<file path="src/rtl/env_pkg.sv">
package env_pkg;

  typedef enum logic [2:0] {
    ST_SETTLE, ST_ATTACK, ST_DECAY, ST_HOLD, ST_SUSDEC, ST_RELEASE, ST_DONE
  } env_state_e;

  // Pitch-dependent rate index
  function automatic logic [3:0] rate_index(input logic ksr_on, input logic [2:0] oct,
                                            input logic fmsb);
    return ksr_on ? {oct, fmsb} : {2'b00, oct[2:1]};
  endfunction

  // Major rate: code plus upper index bits, saturated
  function automatic logic [3:0] rate_major(input logic [3:0] code, input logic [3:0] idx);
    logic [4:0] s;
    s = {1'b0, code} + {3'b000, idx[3:2]};
    return (s > 5'd15) ? 4'd15 : s[3:0];
  endfunction

  // Rise step per tick
  function automatic logic [31:0] attack_step(input logic [3:0] code, input logic [3:0] idx);
    logic [3:0] rm;
    logic [4:0] mant;
    rm   = rate_major(code, idx);
    mant = 5'd3 * ({3'b000, idx[1:0]} + 5'd4);
    if (code == 4'd0 || code == 4'd15) return 32'd0;
    return {27'd0, mant} << ({1'b0, rm} + 5'd1);
  endfunction

  // Fall / fade / release step per tick
  function automatic logic [31:0] decay_step(input logic [3:0] code, input logic [3:0] idx);
    logic [3:0] rm;
    logic [2:0] mant;
    rm   = rate_major(code, idx);
    mant = {1'b0, idx[1:0]} + 3'd4;
    if (code == 4'd0) return 32'd0;
    return {29'd0, mant} << (rm - 4'd1);
  endfunction

  // Sustain threshold in attenuation units
  function automatic logic [7:0] sustain_units(input logic [3:0] sl);
    return (sl == 4'd15) ? 8'd128 : {1'b0, sl, 3'b000};
  endfunction

endpackage

</file>
<file path="src/rtl/env_rate_unit.sv">
module env_rate_unit
  import env_pkg::*;
#(
  parameter int ACC_W = 22
) (
  input  logic [3:0]       atk_code,
  input  logic [3:0]       dr_code,
  input  logic             ksr_on,
  input  logic [2:0]       oct,
  input  logic             fmsb,
  output logic [ACC_W-1:0] atk_inc,
  output logic [ACC_W-1:0] dr_inc
);
  logic [3:0]  idx;
  logic [31:0] atk_full, dr_full;

  always_comb begin
    idx      = rate_index(ksr_on, oct, fmsb);
    atk_full = attack_step(atk_code, idx);
    dr_full  = decay_step(dr_code, idx);
    atk_inc  = atk_full[ACC_W-1:0];
    dr_inc   = dr_full[ACC_W-1:0];
  end

  // Steps always fit below the overflow bit
  always_comb begin
    assert_step_fits_R5: assert (atk_full < (32'd1 << ACC_W) && dr_full < (32'd1 << ACC_W));
  end
endmodule

</file>
<file path="src/rtl/env_log_curve.sv">
module env_log_curve #(
  parameter int IDX_W = 7,
  parameter int OUT_W = IDX_W + 1
) (
  input  logic [IDX_W-1:0] idx,
  output logic [OUT_W-1:0] val
);
  localparam int DEPTH = 1 << IDX_W;

  logic [OUT_W-1:0] rom [DEPTH];

  // Log curve computed at elaboration
  for (genvar g = 0; g < DEPTH; g++) begin : g_rom
    localparam real ARG   = (g == 0) ? 1.0 : real'(g);
    localparam real CURVE = real'(DEPTH - 1) - real'(DEPTH) * $ln(ARG) / $ln(real'(DEPTH));
    localparam int  VAL   = (g == 0) ? DEPTH : ((CURVE <= 0.0) ? 0 : $rtoi(CURVE));
    assign rom[g] = OUT_W'(VAL);
  end

  assign val = rom[idx];
endmodule

</file>
<file path="src/rtl/env_gen.sv">
module env_gen
  import env_pkg::*;
#(
  parameter int ACC_W = 22,
  parameter int ATT_W = 7
) (
  input  logic             clk,
  input  logic             rst_n,
  input  logic             tick,
  input  logic             key_on,
  input  logic             key_off,
  input  logic [3:0]       atk_code,
  input  logic [3:0]       dec_code,
  input  logic [3:0]       sus_lvl,
  input  logic [3:0]       rel_code,
  input  logic             hold_type,
  input  logic             rate_scale_en,
  input  logic             chan_sustain,
  input  logic [2:0]       octave,
  input  logic             fnum_msb,
  output logic [ATT_W-1:0] atten,
  output logic             done
);
  localparam int SHIFT = ACC_W - ATT_W;
  localparam int TOP_W = ATT_W + 1;
  localparam int FULL  = 1 << ATT_W;

  env_state_e       st, st_n;
  logic [ACC_W:0]   acc, acc_n;
  logic [ATT_W-1:0] atten_n;
  logic [3:0]       rate_code;
  logic [ACC_W-1:0] atk_inc, dr_inc;
  logic [TOP_W-1:0] curve_val, top_bits, raw;
  logic [ACC_W:0]   atk_sum, dr_sum, sus_thr;
  // Named internal events
  logic attack_over, decay_hit, reach_full;

  // Rate code chosen for the current phase
  always_comb begin
    unique case (st)
      ST_SUSDEC:  rate_code = rel_code;
      ST_RELEASE: rate_code = chan_sustain ? 4'd5 : (hold_type ? rel_code : 4'd7);
      default:    rate_code = dec_code;
    endcase
  end

  env_rate_unit #(.ACC_W(ACC_W)) u_rate (
    .atk_code(atk_code), .dr_code(rate_code), .ksr_on(rate_scale_en),
    .oct(octave), .fmsb(fnum_msb), .atk_inc(atk_inc), .dr_inc(dr_inc)
  );

  env_log_curve #(.IDX_W(ATT_W), .OUT_W(TOP_W)) u_curve (
    .idx(acc[ACC_W-1:SHIFT]), .val(curve_val)
  );

  assign top_bits = acc[ACC_W:SHIFT];
  assign atk_sum  = acc + {1'b0, atk_inc};
  assign dr_sum   = acc + {1'b0, dr_inc};
  assign sus_thr  = {sustain_units(sus_lvl), SHIFT'(0)};

  always_comb begin
    st_n = st; acc_n = acc; atten_n = atten; raw = TOP_W'(FULL - 1);
    attack_over = 1'b0; decay_hit = 1'b0; reach_full = 1'b0;
    if (key_on) begin
      st_n = ST_ATTACK; acc_n = '0;
    end else if (key_off && st != ST_SETTLE && st != ST_DONE) begin
      if (st == ST_ATTACK) acc_n = {curve_val, SHIFT'(0)};
      st_n = ST_RELEASE;
    end else if (tick) begin
      unique case (st)
        ST_ATTACK: begin
          raw = curve_val;
          acc_n = atk_sum;
          if (atk_sum[ACC_W] || atk_code == 4'd15) begin
            attack_over = 1'b1; raw = '0; acc_n = '0; st_n = ST_DECAY;
          end
        end
        ST_DECAY: begin
          raw = top_bits;
          acc_n = dr_sum;
          if (dr_sum >= sus_thr) begin
            decay_hit = 1'b1; acc_n = sus_thr;
            st_n = hold_type ? ST_HOLD : ST_SUSDEC;
          end
        end
        ST_HOLD: begin
          raw = top_bits;
          if (!hold_type) st_n = ST_SUSDEC;
        end
        ST_SUSDEC, ST_RELEASE: begin
          raw = top_bits;
          acc_n = dr_sum;
          if (top_bits >= TOP_W'(FULL)) begin
            reach_full = 1'b1; raw = TOP_W'(FULL - 1); st_n = ST_DONE;
          end
        end
        default: raw = TOP_W'(FULL - 1);
      endcase
      atten_n = (raw >= TOP_W'(FULL)) ? ATT_W'(FULL - 1) : raw[ATT_W-1:0];
    end
  end

  always_ff @(posedge clk or negedge rst_n) begin
    if (!rst_n) begin
      st    <= ST_SETTLE;
      acc   <= (ACC_W+1)'(1) << ACC_W;
      atten <= ATT_W'(FULL - 1);
    end else begin
      st    <= st_n;
      acc   <= acc_n;
      atten <= atten_n;
    end
  end

  assign done = (st == ST_DONE);

  // Key press restarts the rise from zero
  assert_keyon_restart_R2: assert property (@(posedge clk) disable iff (!rst_n)
    key_on |=> st == ST_ATTACK && acc == '0);

  // Output moves only on a tick
  assert_no_tick_stable_R3: assert property (@(posedge clk) disable iff (!rst_n)
    !tick |=> $stable(atten));

  // Rise code 15 jumps to full volume
  assert_instant_rise_R6: assert property (@(posedge clk) disable iff (!rst_n)
    st == ST_ATTACK && tick && !key_on && !key_off && atk_code == 4'd15
      |=> st == ST_DECAY && atten == '0);

  // Hold keeps the accumulator
  assert_hold_still_R9: assert property (@(posedge clk) disable iff (!rst_n)
    st == ST_HOLD && tick && hold_type && !key_on && !key_off
      |=> st == ST_HOLD && $stable(acc));

  // Release during the rise remaps through the curve
  assert_release_remap_R11: assert property (@(posedge clk) disable iff (!rst_n)
    key_off && !key_on && st == ST_ATTACK
      |=> st == ST_RELEASE && acc == {$past(curve_val), SHIFT'(0)});

  // Finished means silent
  assert_done_silent_R12: assert property (@(posedge clk) disable iff (!rst_n)
    done |-> atten == ATT_W'(FULL - 1));

  // Key release in settle or finished changes nothing
  assert_idle_keyoff_R13: assert property (@(posedge clk) disable iff (!rst_n)
    key_off && !key_on && (st == ST_SETTLE || st == ST_DONE) |=> $stable(st));
endmodule

</file>
<file path="config.mk">
export PLATFORM = sky130hd
export DESIGN_NAME = env_gen
export DESIGN_NICKNAME = d
export VERILOG_FILES = /design/src/rtl/env_pkg.sv /design/src/rtl/env_rate_unit.sv /design/src/rtl/env_log_curve.sv /design/src/rtl/env_gen.sv
export SDC_FILE = /design/constraint.sdc
export NUM_CORES = 1
export LEC_CHECK = 0
export ABC_CLOCK_PERIOD_IN_PS = 10200
export BUFFER_PORTS_ARGS = -buffer_cell sky130_fd_sc_hd__buf_2
export CORE_ASPECT_RATIO = 0.8
export CORE_MARGIN = 5
export CORE_UTILIZATION = 64
export CTS_CLUSTER_SIZE = 20
export DETAILED_ROUTE_END_ITERATION = 12
export PLACE_DENSITY = 0.88
export SLEW_MARGIN = 5
export SYNTH_ARGS = -nofsm -noshare
export SYNTH_HDL_FRONTEND = slang
export SYNTH_SLANG_ARGS = --single-unit
export TNS_END_PERCENT = 20
</file>
<file path="constraint.sdc">
create_clock -name clk -period 10.2 [get_ports clk]
set_input_delay 0.51 -clock clk [delete_from_list [all_inputs] [get_ports clk]]
set_output_delay 0.51 -clock clk [all_outputs]
set_load 0.03 [all_outputs]
</file>
# After elaboration in Yosys (flattened, before gate mapping)
# Memories as Yosys holds them, arrays and structs flattened.
# Index checks and enable logic that the tools add are counted.
# word_totals
regBits	33
latchBits	0
mem_bits_rw	0
rom_bits	1024
inputBits	28
output_inout_bits	8
word_cells	91
memories	1
# op_classes
add_sub_neg	8
multipliers	1
div	0
order_cmp	6
n_eq_ne	14
shift	2
mux	38
n_bitwise	3
n_reduce_logical	15
# mem_list
name	depth	word_bits	read_ports	rd_ports_with_merged_regs	wr	line	text
(no name shown)	128	8	1	0	0	env_log_curve.sv:20	assign val = rom[idx];
# ops
cell	count
23-bit two-way mux	6
22-bit two-way mux	4
23-bit one-hot mux with 3 select lines	1
8-bit two-way mux	8
23-bit by 22-bit adder with 23-bit output	2
8-bit >= comparator (second input constant)	3
3-bit two-way mux	8
8-bit one-hot mux with 3 select lines	1
23-bit >= comparator	1
3-bit by 4-bit left shift with 22-bit output	1
5-bit by 5-bit left shift with 22-bit output	1
4-bit two-way mux	5
4-bit inequality test (second input constant)	3
3-bit one-hot mux with 4 select lines	1
4-bit by 2-bit adder with 5-bit output	2
5-bit by 4-bit > comparator with 1-bit output (second input constant)	2
3-bit equality test (second input constant)	3
4-bit equality test (second input constant)	2
4-bit zero test	2
7-bit NOT with 8-bit output	1
4-bit one-hot mux with 2 select lines	1
7-bit two-way mux	1
3-bit by 2-bit equality test with 1-bit output (second input constant)	2
3-bit AND reduction	2
18 further kinds	24

# Logic depth before layout (Yosys ltp)
# Gate-level depths: netlist of run 1.
# depth
word_depth	16
mapped_depth	33
mapped_depth_nobuf	31

# Hierarchy
# Synthesis of run 1 repeated with hierarchy kept, for this count alone.
# unflattened
cells_unflattened	919
hier_area_um2	6911.6
# modules_own_cells
module	instances	cells_each	area_per_inst_um2	seq_area_each_um2
env_gen	1	608	4705.8	835.8
env_rate_unit	1	180	1223.7	0.0
env_log_curve	1	131	982.2	0.0

# Least setup slack after synthesis of run 1
# Ideal clock, no wire load.
# synth_path
path_kind	flip-flop to flip-flop
start	register st[1]
end	register acc[0]
setup_ps	126
arrival_ps	7146
required_time_ps	10074
setup_slack_ps	2928
path_stages_with_launch	31
n_path_buf	2
period_less_slack_ps	7272
path_cell_list	dfrtp_1 > clkbuf_1 > nand2b_1 > clkbuf_1 > nor2_1 > a21oi_1 > ha_1 > inv_1 > fa_1 > nor3_1 > nor2_1 > ha_1 > xnor2_1 > nand2b_1 > nor2_1 > ha_1 > fa_1 > a211o_1 > a211o_1 > nand3_1 > a31oi_1 > a31o_2 > a221o_1 > ha_1 > nand3_1 > or4_1 > nor4_1 > nand4_1 > nor4b_4 > a211oi_2 > a221o_1
# synth_between
elab_chain_len	15
elab_cells_between_ends	29
classes_between	add/sub (3); order compare (2); eq/ne (6); shift (1); mux (9); reduce/logical (8)
# synth_rtl
item	line	text
from (decl)	env_gen.sv:28	env_state_e st, st_n;
from (signal assigned)	env_gen.sv:109	st <= st_n;
3-bit equality test	env_gen.sv:40, env_gen.sv:70	
4-bit one-hot mux with 2 select lines	env_gen.sv:40	unique case (st)
4-bit by 2-bit adder with 5-bit output	env_pkg.sv:16	s = {1'b0, code} + {3'b000, idx[3:2]};
5-bit by 4-bit > comparator with 1-bit output	env_pkg.sv:17	return (s > 5'd15) ? 4'd15 : s[3:0];
4-bit two-way mux	env_pkg.sv:17	
4-bit by 1-bit subtractor with 4-bit output	env_pkg.sv:37	return {29'd0, mant} << (rm - 4'd1);
3-bit by 4-bit left shift with 22-bit output	env_pkg.sv:37	
22-bit two-way mux	env_pkg.sv:37	
23-bit by 22-bit adder with 23-bit output	env_gen.sv:58	assign dr_sum = acc + {1'b0, dr_inc};
23-bit >= comparator	env_gen.sv:81	if (dr_sum >= sus_thr) begin
23-bit two-way mux	env_gen.sv:81	
23-bit one-hot mux with 3 select lines	env_gen.sv:70	unique case (st)
23-bit two-way mux	env_gen.sv:69	end else if (tick) begin
23-bit two-way mux	env_gen.sv:66	end else if (key_off && st != ST_SETTLE && st != ST_DONE) begin
23-bit two-way mux	env_gen.sv:64	if (key_on) begin
to (signal assigned)	env_gen.sv:106	acc <= (ACC_W+1)'(1) << ACC_W;
to (signal assigned)	env_gen.sv:110	acc <= acc_n;
to (decl)	env_gen.sv:29	logic [ACC_W:0] acc, acc_n;
# Several ways; a longest one is shown, not always the timed one. The select of a mux whose other input is x is not followed.
# A chain may end at the register's enable or synchronous reset.

# Worst setup path after layout of run 1
# layout_path
start	register st[2]
end	register acc[1]
# The elaborated chain is that of the path after synthesis.

==> results of run 1 <==
registers in the layout, summed over array words and instances (netlist names):
signal / flops
atten: 7
st: 3
acc: 23
cell usage after synthesis, types with 3 or more instances:
cell type,count
o21bai_1,3
a221oi_1,9
nor4_1,5
a31oi_1,14
fa_1,4
a21o_1,27
mux2i_1,11
nor3b_1,7
a31o_2,4
a311o_1,3
clkbuf_1,38
a221o_1,10
inv_1,30
o22ai_1,7
dfrtp_1,25
a32oi_1,6
nor3_1,33
nor2b_1,13
o21ai_0,46
a21oi_1,78
or2_2,5
ha_1,70
xor2_1,11
a2111oi_0,4
nand3_1,32
a211o_1,11
dfstp_2,8
o21a_1,7
o2111ai_1,3
or3_1,8
nand2_1,84
xnor2_1,19
and2_1,10
o211ai_1,11
a211oi_1,15
nand2b_1,15
o221ai_1,9
o31ai_1,4
a22oi_1,6
nor2_1,108
and3_1,15
nand4_1,13
or4_1,5
logic make-up after synthesis:
| group | count (synthesis) | synth area share |
|---|---|---|
| AOI/OAI and AO/OA | 302 | 0.328 |
| xor gates and xnor gates | 30 | 0.0414 |
| adders and majority gates | 74 | 0.150 |
| buffers and inverters | 72 | 0.0429 |
| DFF | 33 | 0.132 |
| muxes | 15 | 0.0280 |
| and+or+nand+nor | 363 | 0.277 |
worst paths after layout:
check,start,to,slack [ns],cells past startpoint
setup / recovery,st[2],acc[1],1.63,28
hold / removal,rst_n,st[0],0.29,1
setup reg to reg,st[2],acc[1],1.63,28
hold reg to reg,atten[5],atten[5],0.50,2
max in group asynchronous,rst_n,acc[10],9.42,1
min in group clk,atten[5],atten[5],0.50,2
area by class of cell:
type | count | area (um^2)
clock buffers | 8 | 146
fillers | 839 | 2950
inverters | 30 | 113
multi-input cells | 784 | 5260
flip-flops and latches | 33 | 836
well taps | 136 | 170
repair buffers | 40 | 213
routing by layer:
layer	wire length (um)	share of wire	vias up	global-route usage
met5	0	0	-	0
met4	414	0.022	0	0.0672
met3	2250	0.12	50	0.0631
met2	7980	0.42	430	0.453
met1	8460	0.44	3262	0.470
li1	-	-	3383	-
metrics by stage:
| step | cell area (um^2) | power (mW) | util |
|---|---|---|---|
| 4_1_cts | 6740 | 1.39 | 0.696 |
| 5_1_grt | 6740 | 1.54 | 0.696 |
| 3_3_place_gp | 6590 | 1.22 | 0.681 |
| 3_5_place_dp | 6590 | 1.23 | 0.681 |
| 2_1_floorplan | 6350 | 0.988 | - |
| 6_report | 6740 | 1.43 | 0.696 |
where the power goes:
part / internal (mW) / total, mW / switching [mW]
registers: 0.172 / 0.229 / 0.0566
clock network: 0.0974 / 0.154 / 0.0565
logic: 0.381 / 1.05 / 0.668
==> flow_metrics.tcl, run 1 <==
set metrics [dict create \
    outcome "finished clean" \
    core_um2 9690 \
    layout-drive-gt1-share 0.0872 \
    cts_buffers 5 \
    p_leak_nw 3.13 \
    nets 996 \
    mostFrequentLayoutCell "nor2_1" \
    period_needed_ns 8.57 \
    synth_area_um2 6350 \
    maxCapViolCount 0 \
    cts.clk_slew.worst_paths_ns 0.05 \
    cp_max_fo 13 \
    slew_violations 0 \
    cts_max_path_buffers 2 \
    chipWidth_um 121 \
    worst_pin_slew_ns 0.835 \
    timing.final.crit_share 0.840 \
    synthTopCellsByArea "ha_1 (14%), dfrtp_1 (9.8%), nor2_1 (6.4%), a21oi_1 (6.1%), nand2_1 (5.0%)" \
    die_area_um2 12000 \
    synthesis.nets 991 \
    rsz0062_at_grt "no" \
    worstPathRequired_ns 10.36 \
    slowest_delay_ns 0.56 \
    cts_sinks 33 \
    via_per_inst 6.91 \
    antenna_cells 0 \
    finalNonFillerCells 1031 \
    firstDrtPassIters 8 \
    place_inst 1023 \
    yosysWarningCount 0 \
    area_delta_synth_final_pct 6.08 \
    wl_per_cell_um 18.5 \
    grt_pass1_vias 6254 \
    pwr_density_cell_nw_per_um2 212 \
    cp_common_cell "ha_1" \
    drt_iter0_markers 981 \
    ys_seq_elements 33 \
    synth_cell_type_count 73 \
    fmax_mhz 117 \
    crit_arrival_ns 8.72 \
    vias 7125 \
    top_level_ports 36 \
    yosysTopAreaCellShare 0.138 \
    crit_slowest_cell "dfrtp_1" \
    critical-path-top-delay-family "simple AND/OR/NAND/NOR gates" \
    cts_setup_buffers 0 \
    ctsResizeCount 0 \
    synth_top_area_cell "ha_1" \
    synth_ff_type "dfrtp_1" \
    dp_slack_ns 1.84 \
    clock_skew_ns 0.00775 \
    final-hold-violation-count 0 \
    finalWorstSetupSlack_ns 1.63 \
    wl_mm 19.1 \
    ant_nets 0 \
    crit_buf_inv 1 \
    irDropWorstVdd_mv 0.153 \
    placement_rows 32 \
    cts_tree "built" \
    grt_pass1_wl_mm 31.3 \
    hold_path_class "input port to async pin" \
    antenna_found_initial 0 \
    die-height_um 99.1 \
    synth_edf_count 0 \
    worstSetupEndpointType "register" \
    avgSynthCellArea_um2 7.15 \
    maxSlewHeadroom 0.442 \
    clock_latency_ns 0.28 \
    synth_cells 889 \
    grt_max_degree 38 \
    ys_async_sr_fraction 1.00 \
    yosysSeqAreaShare 0.132 \
    grt_overflow 0 \
    ctsHoldBuffers 0 \
    htree_num_levels 2 \
    layout_common_cells "nor2_1 (108), nand2_1 (84), a21oi_1 (78)" \
    start_util 0.656 \
    crit_type "register to register" \
    dp_hpwl_mm 14.8 \
    port_buffers 35 \
    grt.total_usage 0.310 \
    finalSetupTns_ns 0 \
    whs_ns 0.294 \
    setup_viol 0 \
    drc 0 \
    place_congestion 1.03 \
    crit_path_start_kind "register" \
    cts_root_buf "clkbuf_16" \
]
(Power assumes the default switching activity.)
==> run 2: changes to the inputs <==
--- a/config.mk
+++ b/config.mk
@@ -5,14 +5,14 @@
 export SDC_FILE = /design/constraint.sdc
 export NUM_CORES = 1
 export LEC_CHECK = 0
-export ABC_CLOCK_PERIOD_IN_PS = 10200
+export ABC_CLOCK_PERIOD_IN_PS = 7700
 export BUFFER_PORTS_ARGS = -buffer_cell sky130_fd_sc_hd__buf_2
 export CORE_ASPECT_RATIO = 0.8
 export CORE_MARGIN = 5
-export CORE_UTILIZATION = 64
+export CORE_UTILIZATION = 58
 export CTS_CLUSTER_SIZE = 20
 export DETAILED_ROUTE_END_ITERATION = 12
-export PLACE_DENSITY = 0.88
+export PLACE_DENSITY = 0.84
 export SLEW_MARGIN = 5
 export SYNTH_ARGS = -nofsm -noshare
 export SYNTH_HDL_FRONTEND = slang
==> constraint.sdc (replaced) <==
create_clock -name clk -period 7.7 [get_ports clk]
set_input_delay 0.385 -clock clk [delete_from_list [all_inputs] [get_ports clk]]
set_output_delay 0.385 -clock clk [all_outputs]
set_load 0.03 [all_outputs]
==> flow_metrics.tcl, run 2 (synthesized netlist as in run 1, its figures left out) <==
set metrics [dict create \
    outcome "finished clean" \
    p_leak_nw 3.25 \
    maxCapViolCount 0 \
    placed_area_um2 6720 \
    via_per_inst 6.80 \
    start_util 0.588 \
    finalNonFillerCells 1059 \
    setup_viol 0 \
    htree_num_levels 2 \
    wl_met1_mm 8.95 \
    wl_mm 19.8 \
    grt_pass1_wl_mm 31.9 \
    netSwitchingPower_mw 1.06 \
    clock_latency_ns 0.28 \
    multi_input_area_um2 5400 \
    core_um2 10800 \
    hold_path_class "input port to async pin" \
    crit_slowest_cell "or4_1" \
    worstSetupEndpointType "register" \
    cts_max_path_buffers 2 \
    wl_met2_mm 8.39 \
    clkPwrFrac 0.097 \
    cts_buffers 5 \
    fmax_mhz 137 \
    wl_per_cell_um 18.7 \
    dp_slack_ns -0.127 \
    grt_pass1_vias 6333 \
    drt_iter0_markers 937 \
    finalSetupTns_ns 0 \
    finalWorstSetupSlack_ns 0.387 \
    antenna_found_initial 0 \
    grt.total_usage 0.285 \
    highest_layer "met4" \
    pwr-share-seq 0.153 \
    slowest_delay_ns 0.53 \
    grt_max_degree 38 \
    dp_hpwl_mm 15.2 \
    crit_path_start_kind "register" \
    timing.final.crit_share 0.950 \
    layout_common_cells "nor2_1 (108), nand2_1 (83), a21oi_1 (74)" \
    port_buffers 35 \
    register_area_um2 836 \
    nets 1016 \
    slew_violations 0 \
    ant_nets 0 \
    worstPathRequired_ns 7.86 \
    crit_arrival_ns 7.47 \
    worst_pin_slew_ns 1.07 \
    cts_sinks 33 \
    maxSlewHeadroom 0.282 \
    vias 7202 \
    clock_skew_ns 0.00571 \
    fin_util 0.650 \
    cp_max_fo 7 \
    pwr-share-comb 0.750 \
    antenna_cells 0 \
    mostFrequentLayoutCell "nor2_1" \
    ctsHoldBuffers 0 \
    die_area_um2 13200 \
    timing.critical_path.from "st[1]" \
    die-height_um 104 \
    top_level_ports 36 \
    wl_met3_mm 1.89 \
    p_int_uw 896 \
    final-hold-violation-count 0 \
    firstDrtPassIters 6 \
    stdcell_area_um2 7030 \
    chipWidth_um 127 \
    grt_overflow 0 \
    place_congestion 1.04 \
    drc 0 \
    largest_reg_flops 23 \
    reg_top3 "acc x23, atten x7, st x3" \
    pwr_density_cell_nw_per_um2 278 \
    area_delta_synth_final_pct 10.6 \
    swShare 0.541 \
    place_inst 1047 \
    irDropWorstVdd_mv 0.176 \
    nFillCells 932 \
    top_register "acc" \
    period_needed_ns 7.31 \
    cts.clk_slew.worst_paths_ns 0.05 \
    cts_root_buf "clkbuf_16" \
    reg2reg_from "st[1]" \
    crit_type "register to register" \
    layout-drive-gt1-share 0.133 \
    cts_tree "built" \
    placement_rows 34 \
]
-- run 2: stage by stage --
step	total power, mW	hold WS [ns]
final	1.95	0.170
after global routing	2.10	0.234
after CTS	1.86	0.191
after detailed placement	1.67	0.478
after global placement	1.64	0.481
after floorplan	1.31	0.0894
-- run 2: what timing repair did --
action,in CTS,in global routing
resized for setup,1,29
pin swaps,0,6
setup endpoints to repair,17,24
buffers inserted,0,4
-- run 2: worst max-delay path: cells and delay by family (launching register included) --
kind,cells,cell delay [ns]
compound gates,9,2.33
xor+xnor,1,0.28
fa+ha+maj,5,1.57
buf+inv,2,0.28
flops,1,0.40
simple gates,12,2.34
-- run 2: worst paths after layout --
path	slack, ns	cells past startpoint	to
max reg2reg	0.39	29	acc[15]
min	0.17	1	st[0]
max in group asynchronous	7.05	1	acc[4]
max	0.39	29	acc[15]
min reg2reg	0.50	2	atten[4]
min in group clk	0.40	3	st[0]
-- run 2: power by group through the flow --
stage	sequential [mW]	combinational (mW)	clock (mW)
4_1_cts	0.295	1.38	0.187
3_3_place_gp	0.295	1.34	0
3_5_place_dp	0.298	1.37	0
6_report	0.298	1.46	0.189
5_1_grt	0.303	1.60	0.194
2_1_floorplan	0.306	1.00	0
-- run 2: final cells by class --
| class | count | share of cell area |
|---|---|---|
| Timing Repair Buffer | 60 | 0.0516 |
| Tap cell | 144 | 0.0256 |
| Inverter | 30 | 0.0160 |
| Sequential cell | 33 | 0.119 |
| Multi-Input combinational cell | 784 | 0.768 |
| Clock buffer | 8 | 0.0194 |
-- run 2: per-layer routing --
metal	GRT usage	vias to the layer above
li1	-	3409
met1	0.432	3360
met2	0.419	379
met3	0.0401	54
met4	0.0781	0
met5	0	-
==> run 3: changes to the inputs <==
--- a/config.mk
+++ b/config.mk
@@ -5,6 +5,7 @@
 export SDC_FILE = /design/constraint.sdc
 export NUM_CORES = 1
 export LEC_CHECK = 0
+export ABC_AREA = 1
 export ABC_CLOCK_PERIOD_IN_PS = 7700
 export BUFFER_PORTS_ARGS = -buffer_cell sky130_fd_sc_hd__buf_2
 export CORE_ASPECT_RATIO = 0.8
==> flow_metrics.tcl, run 3 <==
set metrics [dict create \
    outcome "finished clean" \
    drc 0 \
    place_congestion 1.02 \
    worstPathRequired_ns 7.86 \
    core_um2 11000 \
    mostFrequentLayoutCell "nand2_1" \
    slew_violations 0 \
    setup_viol 0 \
    placement_rows 34 \
    cts.clk_slew.worst_paths_ns 0.06 \
    dp_hpwl_mm 16.4 \
    slowest_delay_ns 0.44 \
    cts_max_path_buffers 2 \
    antenna_found_initial 0 \
    whs_ns 0.173 \
    synth_xor_xnor_area_share 0.0400 \
    htree_num_levels 2 \
    synth_cells 1158 \
    final-hold-violation-count 0 \
    irDropWorstVdd_mv 0.145 \
    p_leak_nw 3.99 \
    die-height_um 105 \
    cts_root_buf "clkbuf_16" \
    layout_common_cells "nand2_1 (349), inv_1 (164), nor2_1 (130)" \
    netSwitchingPower_mw 1.23 \
    swShare 0.582 \
    top_level_ports 36 \
    drt_iter0_markers 806 \
    clkPwrFrac 0.113 \
    start_util 0.599 \
    stdcell_area_um2 7060 \
    cts_buffers 5 \
    layout-drive-gt1-share 0.0783 \
    avgSynthCellArea_um2 5.68 \
    vias 7537 \
    pwr-share-comb 0.738 \
    rrSetupSlack_ns 0.94 \
    crit_arrival_ns 6.92 \
    register_area_um2 836 \
    synth_top_area_cell "nand2_1" \
    worst_pin_slew_ns 0.840 \
    period_needed_ns 6.76 \
    top_register "acc" \
    yosysTopAreaCellShare 0.200 \
    yosysWarningCount 0 \
    grt_max_degree 34 \
    yosysMostFrequentCell "nand2_1" \
    pwr_density_cell_nw_per_um2 299 \
    ant_nets 0 \
    crit_slowest_cell "dfrtp_1" \
    clock_latency_ns 0.28 \
    grt_pass1_vias 6717 \
    multi_input_area_um2 5040 \
    synth_area_um2 6580 \
    chipWidth_um 129 \
    synth.area.mux_share 0.00304 \
    firstDrtPassIters 6 \
    synthTopCellsByArea "nand2_1 (20%), ha_1 (13%), dfrtp_1 (9.5%), inv_1 (9.4%), nor2_1 (7.4%)" \
    wl_mm 19.9 \
    die_area_um2 13600 \
    wl_per_cell_um 14.9 \
    synth_ff_type "dfrtp_1" \
    hold_path_class "input port to async pin" \
    synth_compound_area_frac 0.178 \
    fmax_mhz 148 \
    via_per_inst 5.66 \
    nets 1288 \
    reg_top3 "acc x23, atten x7, st x3" \
    cts_setup_buffers 0 \
    maxCapViolCount 0 \
    synth_edf_count 0 \
    synth_top_family_by_area "simple AND/OR/NAND/NOR gates" \
    antenna_cells 0 \
    ys_seq_elements 33 \
    crit_type "register to register" \
    cp_common_cell "nand2_1" \
    yosysSeqAreaShare 0.127 \
    pwr-share-seq 0.149 \
    placed_area_um2 6890 \
    crit_path_start_kind "register" \
    synthesis.nets 1260 \
    synth_cell_type_count 53 \
    largest_reg_flops 23 \
    nFillCells 1091 \
    grt.total_usage 0.295 \
    timing.final.crit_share 0.877 \
    synth_fa_ha_area_frac 0.145 \
    cp_max_fo 22 \
    rsz0062_at_grt "no" \
    finalSetupTns_ns 0 \
    synth-simple-area-share 0.400 \
    port_buffers 35 \
    area_delta_synth_final_pct 7.36 \
    synth_commonest_cells "nand2_1 (350), inv_1 (164), nor2_1 (130)" \
    worstSetupEndpointType "register" \
    cts_tree "built" \
    maxSlewHeadroom 0.440 \
    cts_sinks 33 \
    grt_pass1_wl_mm 32.9 \
    p_int_uw 883 \
    clock_skew_ns 0.00654 \
    grt_overflow 0 \
    ys_async_sr_fraction 1.00 \
]
-- run 3: cells by family (layout without fill, tap and decap cells) --
group | count (synthesis) | after routing
compound gates | 210 | 210
simple gates | 626 | 626
buf+inv | 186 | 215
flops | 33 | 33
xor+xnor | 27 | 27
mux | 2 | 2
fa+ha+maj | 74 | 74
-- run 3: timing repair --
action	in CTS	in global routing
resized for setup	0	1
endpoints found under the setup margin	0	4
hold buffers	0	0
-- run 3: worst paths after layout --
path | start | cells past startpoint | to
worst min-delay path | rst_n | 1 | acc[21]
worst max register to register | st[0] | 45 | acc[8]
worst min register to register | atten[3] | 2 | atten[3]
min in group clk | hold_type | 3 | st[0]
worst max-delay path | st[0] | 45 | acc[8]
max in group asynchronous | rst_n | 1 | acc[10]
-- run 3: power by group through the flow --
stage	sequential (mW)	combinational, mW	clock, mW
finish	0.314	1.56	0.239
global route	0.319	1.74	0.246
CTS	0.308	1.51	0.238
detailed placement	0.311	1.50	0
global placement	0.310	1.49	0
floorplan	0.312	1.10	0
-- run 3: area by class of cell --
class                   instances  share of cell area
multi-input cells             939               0.714
flip-flops and latches         33               0.118
inverters                     169              0.0898
repair buffers                 38              0.0280
well taps                     144              0.0255
clock buffers                   7              0.0202
clock inverters                 1             0.00425
-- run 3: routing by layer --
layer	track usage	share of wire
met5	0	0
met4	0.0555	0.018
met3	0.0531	0.11
met2	0.424	0.40
met1	0.458	0.47
-- run 3: critical path, delay by kind of cell, from the launching register on --
kind | cells | cell delay [ns]
simple gates | 29 | 3.16
fa+ha+maj | 6 | 1.78
flops | 1 | 0.44
buf+inv | 7 | 0.70
compound gates | 1 | 0.09
xor+xnor | 2 | 0.44
-- run 3: per-stage QoR --
step / setup slack, ns / instances / total power, mW / utilization
after global routing: 0.178 / 1331 / 2.30 / 0.643
after CTS: 0.822 / 1331 / 2.06 / 0.643
final: 0.944 / 1331 / 2.11 / 0.643
after detailed placement: 0.903 / 1323 / 1.81 / 0.627
after floorplan: 1.95 / 1158 / 1.42 / -
after global placement: 1.10 / 1323 / 1.80 / 0.627
